### src/rtl/kbd_port_pkg.sv
package kbd_port_pkg;

  // word indices of the lower register block (byte offset / 4)
  localparam logic [2:0] W_CTRL = 3'd0;
  localparam logic [2:0] W_STAT = 3'd1;
  localparam logic [2:0] W_DATA = 3'd2;
  localparam logic [2:0] W_DIV  = 3'd3;
  localparam logic [2:0] W_IID  = 3'd4;

  // status bit positions
  localparam int unsigned ST_TX_EMPTY = 6;
  localparam int unsigned ST_TX_BUSY  = 5;
  localparam int unsigned ST_RX_FULL  = 4;
  localparam int unsigned ST_RX_BUSY  = 3;
  localparam int unsigned ST_RX_PAR   = 2;
  localparam int unsigned ST_LINE_CLK = 1;
  localparam int unsigned ST_LINE_DAT = 0;

  // control bits that feed the interrupt
  localparam int unsigned CT_RX_IE = 4;
  localparam int unsigned CT_FORCE = 3;

  // decoded access, one select per target
  typedef struct packed {
    logic       rd;
    logic       wr;
    logic       ctrl;
    logic       stat;
    logic       data;
    logic       div;
    logic       iid;
    logic       idr;
    logic [2:0] idx;
  } acc_t;

  function automatic logic [7:0] id_byte(input logic [2:0] idx);
    logic [7:0] b;
    case (idx)
      3'd0:    b = 8'h50;
      3'd1:    b = 8'h10;
      3'd2:    b = 8'h04;
      3'd3:    b = 8'h00;
      3'd4:    b = 8'h0D;
      3'd5:    b = 8'hF0;
      3'd6:    b = 8'h05;
      default: b = 8'hB1;
    endcase
    return b;
  endfunction

endpackage

### src/rtl/kbd_addr_dec.sv
module kbd_addr_dec
  import kbd_port_pkg::*;
#(
  parameter int unsigned ADDR_W = 12
) (
  input  logic              psel,
  input  logic              penable,
  input  logic              pwrite,
  input  logic [ADDR_W-1:2] paddr,
  output acc_t              acc
);
  localparam int unsigned HI_W = ADDR_W - 5;

  logic [HI_W-1:0] hi;
  logic [2:0]      lo;
  logic            in_low;
  logic            in_id;
  logic            live;

  always_comb begin
    hi     = paddr[ADDR_W-1:5];
    lo     = paddr[4:2];
    in_low = (hi == '0);
    in_id  = (hi == {HI_W{1'b1}});
    live   = psel & penable;

    acc      = '0;
    acc.rd   = live & ~pwrite;
    acc.wr   = live & pwrite;
    acc.ctrl = in_low & (lo == W_CTRL);
    acc.stat = in_low & (lo == W_STAT);
    acc.data = in_low & (lo == W_DATA);
    acc.div  = in_low & (lo == W_DIV);
    acc.iid  = in_low & (lo == W_IID);
    acc.idr  = in_id;
    acc.idx  = lo;
  end

endmodule

### src/rtl/kbd_rx_hold.sv
module kbd_rx_hold #(
  parameter int unsigned BYTE_W = 8
) (
  input  logic              clk,
  input  logic              rst_sn,
  input  logic              rx_valid,
  input  logic [BYTE_W-1:0] rx_byte,
  input  logic              rd_take,
  output logic              pending,
  output logic [BYTE_W-1:0] held,
  output logic [BYTE_W-1:0] data_view
);
  logic [BYTE_W-1:0] stage_q, stage_d;
  logic [BYTE_W-1:0] held_q, held_d;
  logic              pend_q, pend_d;
  logic              stage_en, held_en;

  // next state
  always_comb begin
    stage_en = rx_valid;
    held_en  = rd_take & pend_q;
    stage_d  = rx_byte;
    held_d   = stage_q;
    // a new arrival outranks the clearing read
    pend_d   = rx_valid | (pend_q & ~rd_take);
  end

  // registers
  always_ff @(posedge clk or negedge rst_sn) begin
    if (!rst_sn) begin
      stage_q <= '0;
      held_q  <= '0;
      pend_q  <= 1'b0;
    end else begin
      if (stage_en) stage_q <= stage_d;
      if (held_en)  held_q  <= held_d;
      pend_q <= pend_d;
    end
  end

  assign pending   = pend_q;
  assign held      = held_q;
  assign data_view = pend_q ? stage_q : held_q;

  assert_pend_set_R5: assert property (@(posedge clk) disable iff (!rst_sn)
    rx_valid |=> pend_q);

  assert_pend_clr_R6: assert property (@(posedge clk) disable iff (!rst_sn)
    (rd_take && pend_q && !rx_valid) |=> !pend_q);

  assert_race_keep_R8: assert property (@(posedge clk) disable iff (!rst_sn)
    (rd_take && rx_valid) |=> pend_q);

  assert_held_still_R7: assert property (@(posedge clk) disable iff (!rst_sn)
    !(rd_take && pend_q) |=> $stable(held_q));

  assert_pend_fall_R12: assert property (@(posedge clk) disable iff (!rst_sn)
    $fell(pend_q) |-> $past(rd_take));

endmodule

### src/rtl/kbd_ctrl_regs.sv
module kbd_ctrl_regs
  import kbd_port_pkg::*;
#(
  parameter int unsigned DATA_W = 32,
  parameter int unsigned DIV_W  = 4
) (
  input  logic              clk,
  input  logic              rst_sn,
  input  logic              wr_ctrl,
  input  logic              wr_div,
  input  logic [DATA_W-1:0] wdata,
  input  logic              pending,
  output logic [DATA_W-1:0] ctrl,
  output logic [DIV_W-1:0]  div,
  output logic              irq
);
  logic [DATA_W-1:0] ctrl_q, ctrl_d;
  logic [DIV_W-1:0]  div_q, div_d;

  always_comb begin
    ctrl_d = wdata;
    div_d  = wdata[DIV_W-1:0];
  end

  always_ff @(posedge clk or negedge rst_sn) begin
    if (!rst_sn) begin
      ctrl_q <= '0;
      div_q  <= '0;
    end else begin
      if (wr_ctrl) ctrl_q <= ctrl_d;
      if (wr_div)  div_q  <= div_d;
    end
  end

  assign ctrl = ctrl_q;
  assign div  = div_q;
  assign irq  = (pending & ctrl_q[CT_RX_IE]) | ctrl_q[CT_FORCE];

  assert_ctrl_store_R2: assert property (@(posedge clk) disable iff (!rst_sn)
    wr_ctrl |=> (ctrl_q == $past(wdata)));

  assert_div_keep_R9: assert property (@(posedge clk) disable iff (!rst_sn)
    !wr_div |=> $stable(div_q));

endmodule

### src/rtl/kbd_rd_mux.sv
module kbd_rd_mux
  import kbd_port_pkg::*;
#(
  parameter int unsigned DATA_W = 32,
  parameter int unsigned BYTE_W = 8,
  parameter int unsigned DIV_W  = 4
) (
  input  logic              clk,
  input  logic              rst_sn,
  input  acc_t              acc,
  input  logic [DATA_W-1:0] ctrl,
  input  logic [DIV_W-1:0]  div,
  input  logic              pending,
  input  logic [BYTE_W-1:0] held,
  input  logic [BYTE_W-1:0] data_view,
  input  logic              line_clk,
  input  logic              line_dat,
  output logic [DATA_W-1:0] prdata
);
  logic [DATA_W-1:0] stat_w;
  logic [DATA_W-1:0] iid_w;

  always_comb begin
    stat_w              = '0;
    stat_w[ST_TX_EMPTY] = 1'b1;
    stat_w[ST_TX_BUSY]  = 1'b0;
    stat_w[ST_RX_FULL]  = pending;
    stat_w[ST_RX_BUSY]  = 1'b0;
    stat_w[ST_RX_PAR]   = ^held;
    stat_w[ST_LINE_CLK] = line_clk;
    stat_w[ST_LINE_DAT] = line_dat;

    iid_w    = '0;
    iid_w[1] = 1'b1;
    iid_w[0] = pending;

    prdata = '0;
    if (acc.rd) begin
      if (acc.ctrl)      prdata = ctrl;
      else if (acc.stat) prdata = stat_w;
      else if (acc.data) prdata[BYTE_W-1:0] = data_view;
      else if (acc.div)  prdata[DIV_W-1:0]  = div;
      else if (acc.iid)  prdata = iid_w;
      else if (acc.idr)  prdata[7:0] = id_byte(acc.idx);
    end
  end

  assert_txe_one_R4: assert property (@(posedge clk) disable iff (!rst_sn)
    (acc.rd && acc.stat) |-> (prdata[ST_TX_EMPTY] && (prdata[ST_RX_FULL] == pending)));

  assert_unmapped_zero_R12: assert property (@(posedge clk) disable iff (!rst_sn)
    (acc.rd && !(acc.ctrl || acc.stat || acc.data || acc.div || acc.iid || acc.idr))
      |-> (prdata == '0));

endmodule

### src/rtl/kbd_port_regs.sv
module kbd_port_regs
  import kbd_port_pkg::*;
#(
  parameter int unsigned ADDR_W = 12,
  parameter int unsigned DATA_W = 32,
  parameter int unsigned BYTE_W = 8,
  parameter int unsigned DIV_W  = 4
) (
  input  logic              clk,
  input  logic              rst_n,
  input  logic              psel,
  input  logic              penable,
  input  logic              pwrite,
  input  logic [ADDR_W-1:2] paddr,
  input  logic [DATA_W-1:0] pwdata,
  output logic [DATA_W-1:0] prdata,
  input  logic              rx_valid,
  input  logic [BYTE_W-1:0] rx_byte,
  input  logic              line_clk,
  input  logic              line_dat,
  output logic              irq
);
  // reset: asserted at once, released on the clock
  logic [1:0] rst_pipe;
  logic       rst_sn;

  always_ff @(posedge clk or negedge rst_n) begin
    if (!rst_n) rst_pipe <= 2'b00;
    else        rst_pipe <= {rst_pipe[0], 1'b1};
  end
  assign rst_sn = rst_pipe[1];

  acc_t              acc;
  logic              pending;
  logic [BYTE_W-1:0] held;
  logic [BYTE_W-1:0] data_view;
  logic [DATA_W-1:0] ctrl;
  logic [DIV_W-1:0]  div;
  logic              rd_take;
  logic              wr_ctrl;
  logic              wr_div;

  kbd_addr_dec #(.ADDR_W(ADDR_W)) u_dec (
    .psel(psel), .penable(penable), .pwrite(pwrite), .paddr(paddr), .acc(acc)
  );

  assign rd_take = acc.rd & acc.data;
  assign wr_ctrl = acc.wr & acc.ctrl;
  assign wr_div  = acc.wr & acc.div;

  kbd_rx_hold #(.BYTE_W(BYTE_W)) u_rx (
    .clk(clk), .rst_sn(rst_sn), .rx_valid(rx_valid), .rx_byte(rx_byte),
    .rd_take(rd_take), .pending(pending), .held(held), .data_view(data_view)
  );

  kbd_ctrl_regs #(.DATA_W(DATA_W), .DIV_W(DIV_W)) u_ctrl (
    .clk(clk), .rst_sn(rst_sn), .wr_ctrl(wr_ctrl), .wr_div(wr_div),
    .wdata(pwdata), .pending(pending), .ctrl(ctrl), .div(div), .irq(irq)
  );

  kbd_rd_mux #(.DATA_W(DATA_W), .BYTE_W(BYTE_W), .DIV_W(DIV_W)) u_mux (
    .clk(clk), .rst_sn(rst_sn), .acc(acc), .ctrl(ctrl), .div(div),
    .pending(pending), .held(held), .data_view(data_view),
    .line_clk(line_clk), .line_dat(line_dat), .prdata(prdata)
  );

  assert_irq_source_R3: assert property (@(posedge clk) disable iff (!rst_sn)
    irq |-> (pending || ctrl[CT_FORCE]));

  assert_irq_enabled_R3: assert property (@(posedge clk) disable iff (!rst_sn)
    (pending && ctrl[CT_RX_IE]) |-> irq);

  assert_reset_quiet_R1: assert property (@(posedge clk)
    !rst_sn |-> !irq);

endmodule

### config.mk
export PLATFORM = sky130hd
export DESIGN_NAME = kbd_port_regs
export DESIGN_NICKNAME = d
export VERILOG_FILES = /design/src/rtl/kbd_port_pkg.sv /design/src/rtl/kbd_addr_dec.sv /design/src/rtl/kbd_rx_hold.sv /design/src/rtl/kbd_ctrl_regs.sv /design/src/rtl/kbd_rd_mux.sv /design/src/rtl/kbd_port_regs.sv
export SDC_FILE = /design/constraint.sdc
export NUM_CORES = 1
export LEC_CHECK = 0
export BUFFER_PORTS_ARGS = -buffer_cell sky130_fd_sc_hd__clkbuf_2
export CAP_MARGIN = 20
export CORE_MARGIN = 2
export CORE_UTILIZATION = 58
export CTS_BUF_LIST = sky130_fd_sc_hd__clkbuf_4
export CTS_CLUSTER_SIZE = 24
export DETAILED_ROUTE_END_ITERATION = 12
export PLACE_DENSITY = 0.88
export SLEW_MARGIN = 30
export SYNTH_ARGS = -nofsm -noshare
export SYNTH_HDL_FRONTEND = slang
export SYNTH_HIERARCHICAL = 1
export SYNTH_SLANG_ARGS = --single-unit
export TNS_END_PERCENT = 10
### constraint.sdc
create_clock -name clk -period 4.3 [get_ports clk]
set_input_delay 0 -clock clk [delete_from_list [all_inputs] [get_ports clk]]
set_output_delay 0 -clock clk [all_outputs]
set_load 0.01 [all_outputs]
==> key figures <==
Status
  – Status: finished, final reports clean

Yosys
  – Synthesized flop and latch total: 55
  – Simple-Gate Fraction of Synth Area: 13.95%
  – Post-synthesis async set-or-reset flop share: 100.0%
  – Synth top area share: 44.75%
  – Most used DFF post-synth: dfrtp_1
  – Synth warn: 6
  – Synth Area in Adders: 0%
  – Synthesized area: 0.003075 mm²
  – Post-synthesis net count: 302
  – Synth Area in Compound Gates: 5.533%
  – Cell count after synthesis: 244
  – Largest family of logic cells by synthesized area: multiplexers
  – Portion of netlist area occupied by mux cells: 27.58%
  – Main area contributors after synthesis: dfrtp_1, mux2_4, mux2_2
  – Synth Area per Inst: 12.60 µm²
  – Synth area leader: dfrtp_1
  – Cell variety after synth: 45
  – Seq/Total Area, Yosys: 44.75%
  – Post-Synth XOR/XNOR Area: 2.278%
  – Number of enable-type register cells in the synthesized netlist: 0

Routing
  – Drt via density: 5.458
  – DRT iter0 DRCs: 100
  – Post-route DRC: 0
  – Drt total wl: 7404 µm
  – Wire length per cell: 16.87 µm
  – DR pass1 iterations: 4
  – Antenna Nets Post-Route: 0
  – Vias post-DR: 2396

Floorplanning
  – Boundary Pins: 91
  – Die ar.: 0.005901 mm²
  – Die H: 76.82 µm
  – Die Span X: 76.82 µm
  – Core ar.: 0.005107 mm²
  – Std cell rows: 26
  – Starting Density: 60.22%

Setup path
  – Worst Path Arrival: 2330 ps
  – CP Cell Sequence: clkbuf_2 > or4_4 > nor3_1 > nor3b_1 > a32o_1 > mux2i_1 > o21ai_0 > clkbuf_2
  – Crit path max-delay family: simple AND/OR/NAND/NOR gates
  – Crit-path most repeated cell: clkbuf_2
  – Crit Path Class: in -> out
  – Slowest cell delay on critical path: 700 ps
  – CP bufs+invs: 2
  – CP Capture Type: primary output
  – WP depth: 8
  – Worst r2r dst: u_rx/held[4]
  – Register-to-Register Path Depth: 2
  – CP max FO: 8
  – Worst r2r src: u_rx/pending
  – Flop2flop setup slack: 2930 ps
  – Slowest-stage cell, CP: nor3_1
  – Worst EP required: 4300 ps
  – CP Launch Type: input port

Pwr
  – Pwr Density: 216.9 mW/mm²
  – Switching part of the total: 23.66%
  – NetSw: 204.3 µW
  – Power Internal: 659.2 µW
  – Max VDD drop: 171.0 µV
  – Clk pwr share: 25.5%
  – P_leak: 2.026 nW
  – Comb pwr share: 11.4%
  – Flop pwr share: 63.0%

STA
  – Hold Slack: 346.5 ps
  – RSZ-0062 raised after global routing: no
  – Final hold vios: 0
  – Final period util: 54.11%
  – Final setup margin: 1973 ps
  – Tmin final: 2327 ps
  – Worst Skew: 9.339 ps
  – Slew margin rel.: 44.71%
  – Final TNS setup: 0 ps
  – Setup-failing EPs final: 0
  – Fmax: 429.8 MHz
  – Slew @ Worst Pin: 823.0 ps
  – Final max-slew violation count: 0

Layout
  – Layout net count: 426
  – # diodes: 0
  – Area growth syn-to-layout: 29.45%
  – Post-Layout Cell Count: 439
  – Design area: 0.003981 mm²
  – Layout cells sized above 1: 46.61%

Place
  – Post-Place Cells: 388
  – RD Place Congestion: 0.8416
  – IO Port Bufs: 90
  – DP Area: 0.003497 mm²
  – Worst slack, placed: 1627 ps
  – Post-DP HPWL: 4798 µm

Min path
  – Hold Path Class: in -> reg
  – Hold_sp: penable
  – Hold Path Stages: 4
  – Hold EP: u_ctrl/div[0]

Flow run
  – MaxCap Viol Count: 0

Clocking
  – Resized cells post-CTS: 0
  – Clock transition at path regs: 140 ps
  – H-Tree Depth: 2
  – Worst skew pair latency: 370 ps
  – Num CTS Buffers: 5
  – CTS sink count: 55
  – Clk buf depth: 2
  – CTS root buffer: clkbuf_4
  – TritonCTS clock tree: yes

Global routing
  – GRT Total Usage: 26.21%
  – Grt total ovfl: 0
  – Largest net degree at the start of global routing: 54
  – Number of global-route vias before repair: 2493
  – First-pass GRT wire length: 12070 µm
  – Initial antenna violation count: 0
==> sequential cells by signal (all words and copies together) (netlist names) <==
| name | count |
|---|---|
| u_ctrl/ctrl | 32 |
| u_rx/held | 8 |
| u_rx/held_d | 8 |
| u_ctrl/div | 4 |
| rst_pipe | 2 |
| u_rx/pending | 1 |
==> layout make-up <==
cell class / instances / area (µm²)
sequential: 55 / 1380
tap: 70 / 87.58
clock inverter: 2 / 7.507
timing repair buffer: 136 / 903.4
multi-input combinational: 165 / 1539
fill: 326 / 1126
inverter: 5 / 18.77
clock buffer: 6 / 45.04
==> power by group through the flow <==
stage                     clock network [mW]  registers (mW)  logic (mW)
after floorplan                            0           0.549      0.0334
after global placement                     0           0.554      0.0636
after detailed placement                   0           0.555      0.0660
after CTS                              0.224           0.545      0.0965
after global routing                   0.254           0.548       0.107
final                                  0.220           0.544      0.0987
==> cell usage after synthesis (2+ instances only) <==
cell type	count
nor3b_1	2
xnor2_1	7
nor2_1	5
inv_1	5
nand3_1	5
buf_4	4
nand2_1	9
buf_6	3
a21oi_1	7
mux2i_1	3
nor4_1	3
and2_1	3
and3_1	25
nor3_1	2
dfrtp_1	55
buf_12	3
o21ai_0	5
clkbuf_1	8
a31o_2	2
nor2b_1	4
mux2_2	22
or4_4	2
mux2_4	38
==> cell families (layout without fill, tap and decap cells) <==
family | Yosys count | count (layout)
AND/OR/NAND/NOR | 68 | 68
multiplexers | 63 | 63
flip-flops | 55 | 55
AO/OA/AOI/OAI | 25 | 25
buffers and inverters | 24 | 149
XOR/XNOR | 8 | 8
other | 1 | 1
==> stage by stage <==
stage | util, % | power (mW)
2_1_floorplan | - | 0.5823
3_3_place_gp | 68.25 | 0.6171
4_1_cts | 77.73 | 0.8653
6_report | 77.95 | 0.8636
3_5_place_dp | 68.47 | 0.6207
5_1_grt | 77.95 | 0.9091
==> how the worst max path moves through the flow <==
| stage | start | end |
|---|---|---|
| floorplan | paddr[10] | u_ctrl/ctrl[0] |
| global placement | paddr[10] | u_ctrl/ctrl[29] |
| detailed placement | paddr[10] | u_ctrl/ctrl[29] |
| CTS | paddr[10] | prdata[3] |
| global route | paddr[5] | prdata[3] |
| finish | paddr[10] | prdata[3] |
==> metal layers <==
metal / vias to the layer above / track usage (%) / wire length (µm)
li1: 1121 / - / -
met1: 1194 / 30.83 / 2942
met2: 64 / 46.23 / 3966
met3: 17 / 5.765 / 253
met4: 0 / 10.73 / 241
met5: - / 0 / 0
==> tightest hold or removal path: cells and delay by family <==
kind / cells / cell delay [ps]
simple gates: 2 / 430
mux: 1 / 180
buf+inv: 1 / 80
==> cells in the final DEF, fill, tap and decap left out, drive strengths merged, types with 2 or more instances in the layout <==
cell type,n
nor2b,4
inv,5
nor4,3
or4,3
xnor2,7
nand3,5
a31o,2
nand2,10
o21ai,6
mux2i,3
clkbuf,96
a21oi,7
nor3,2
dlygate4sd3,43
and3,25
dfrtp,55
o31a,2
buf,3
a21o,2
nor2,5
nor3b,2
and2,3
mux2,60
clkinv,2
==> repair_timing <==
item,CTS,global route
endpoints found under the setup margin,0,0
hold endpoints to repair,46,1
setup buffers,0,0
hold buffers,42,1
Power figures use the tool's default switching activity.
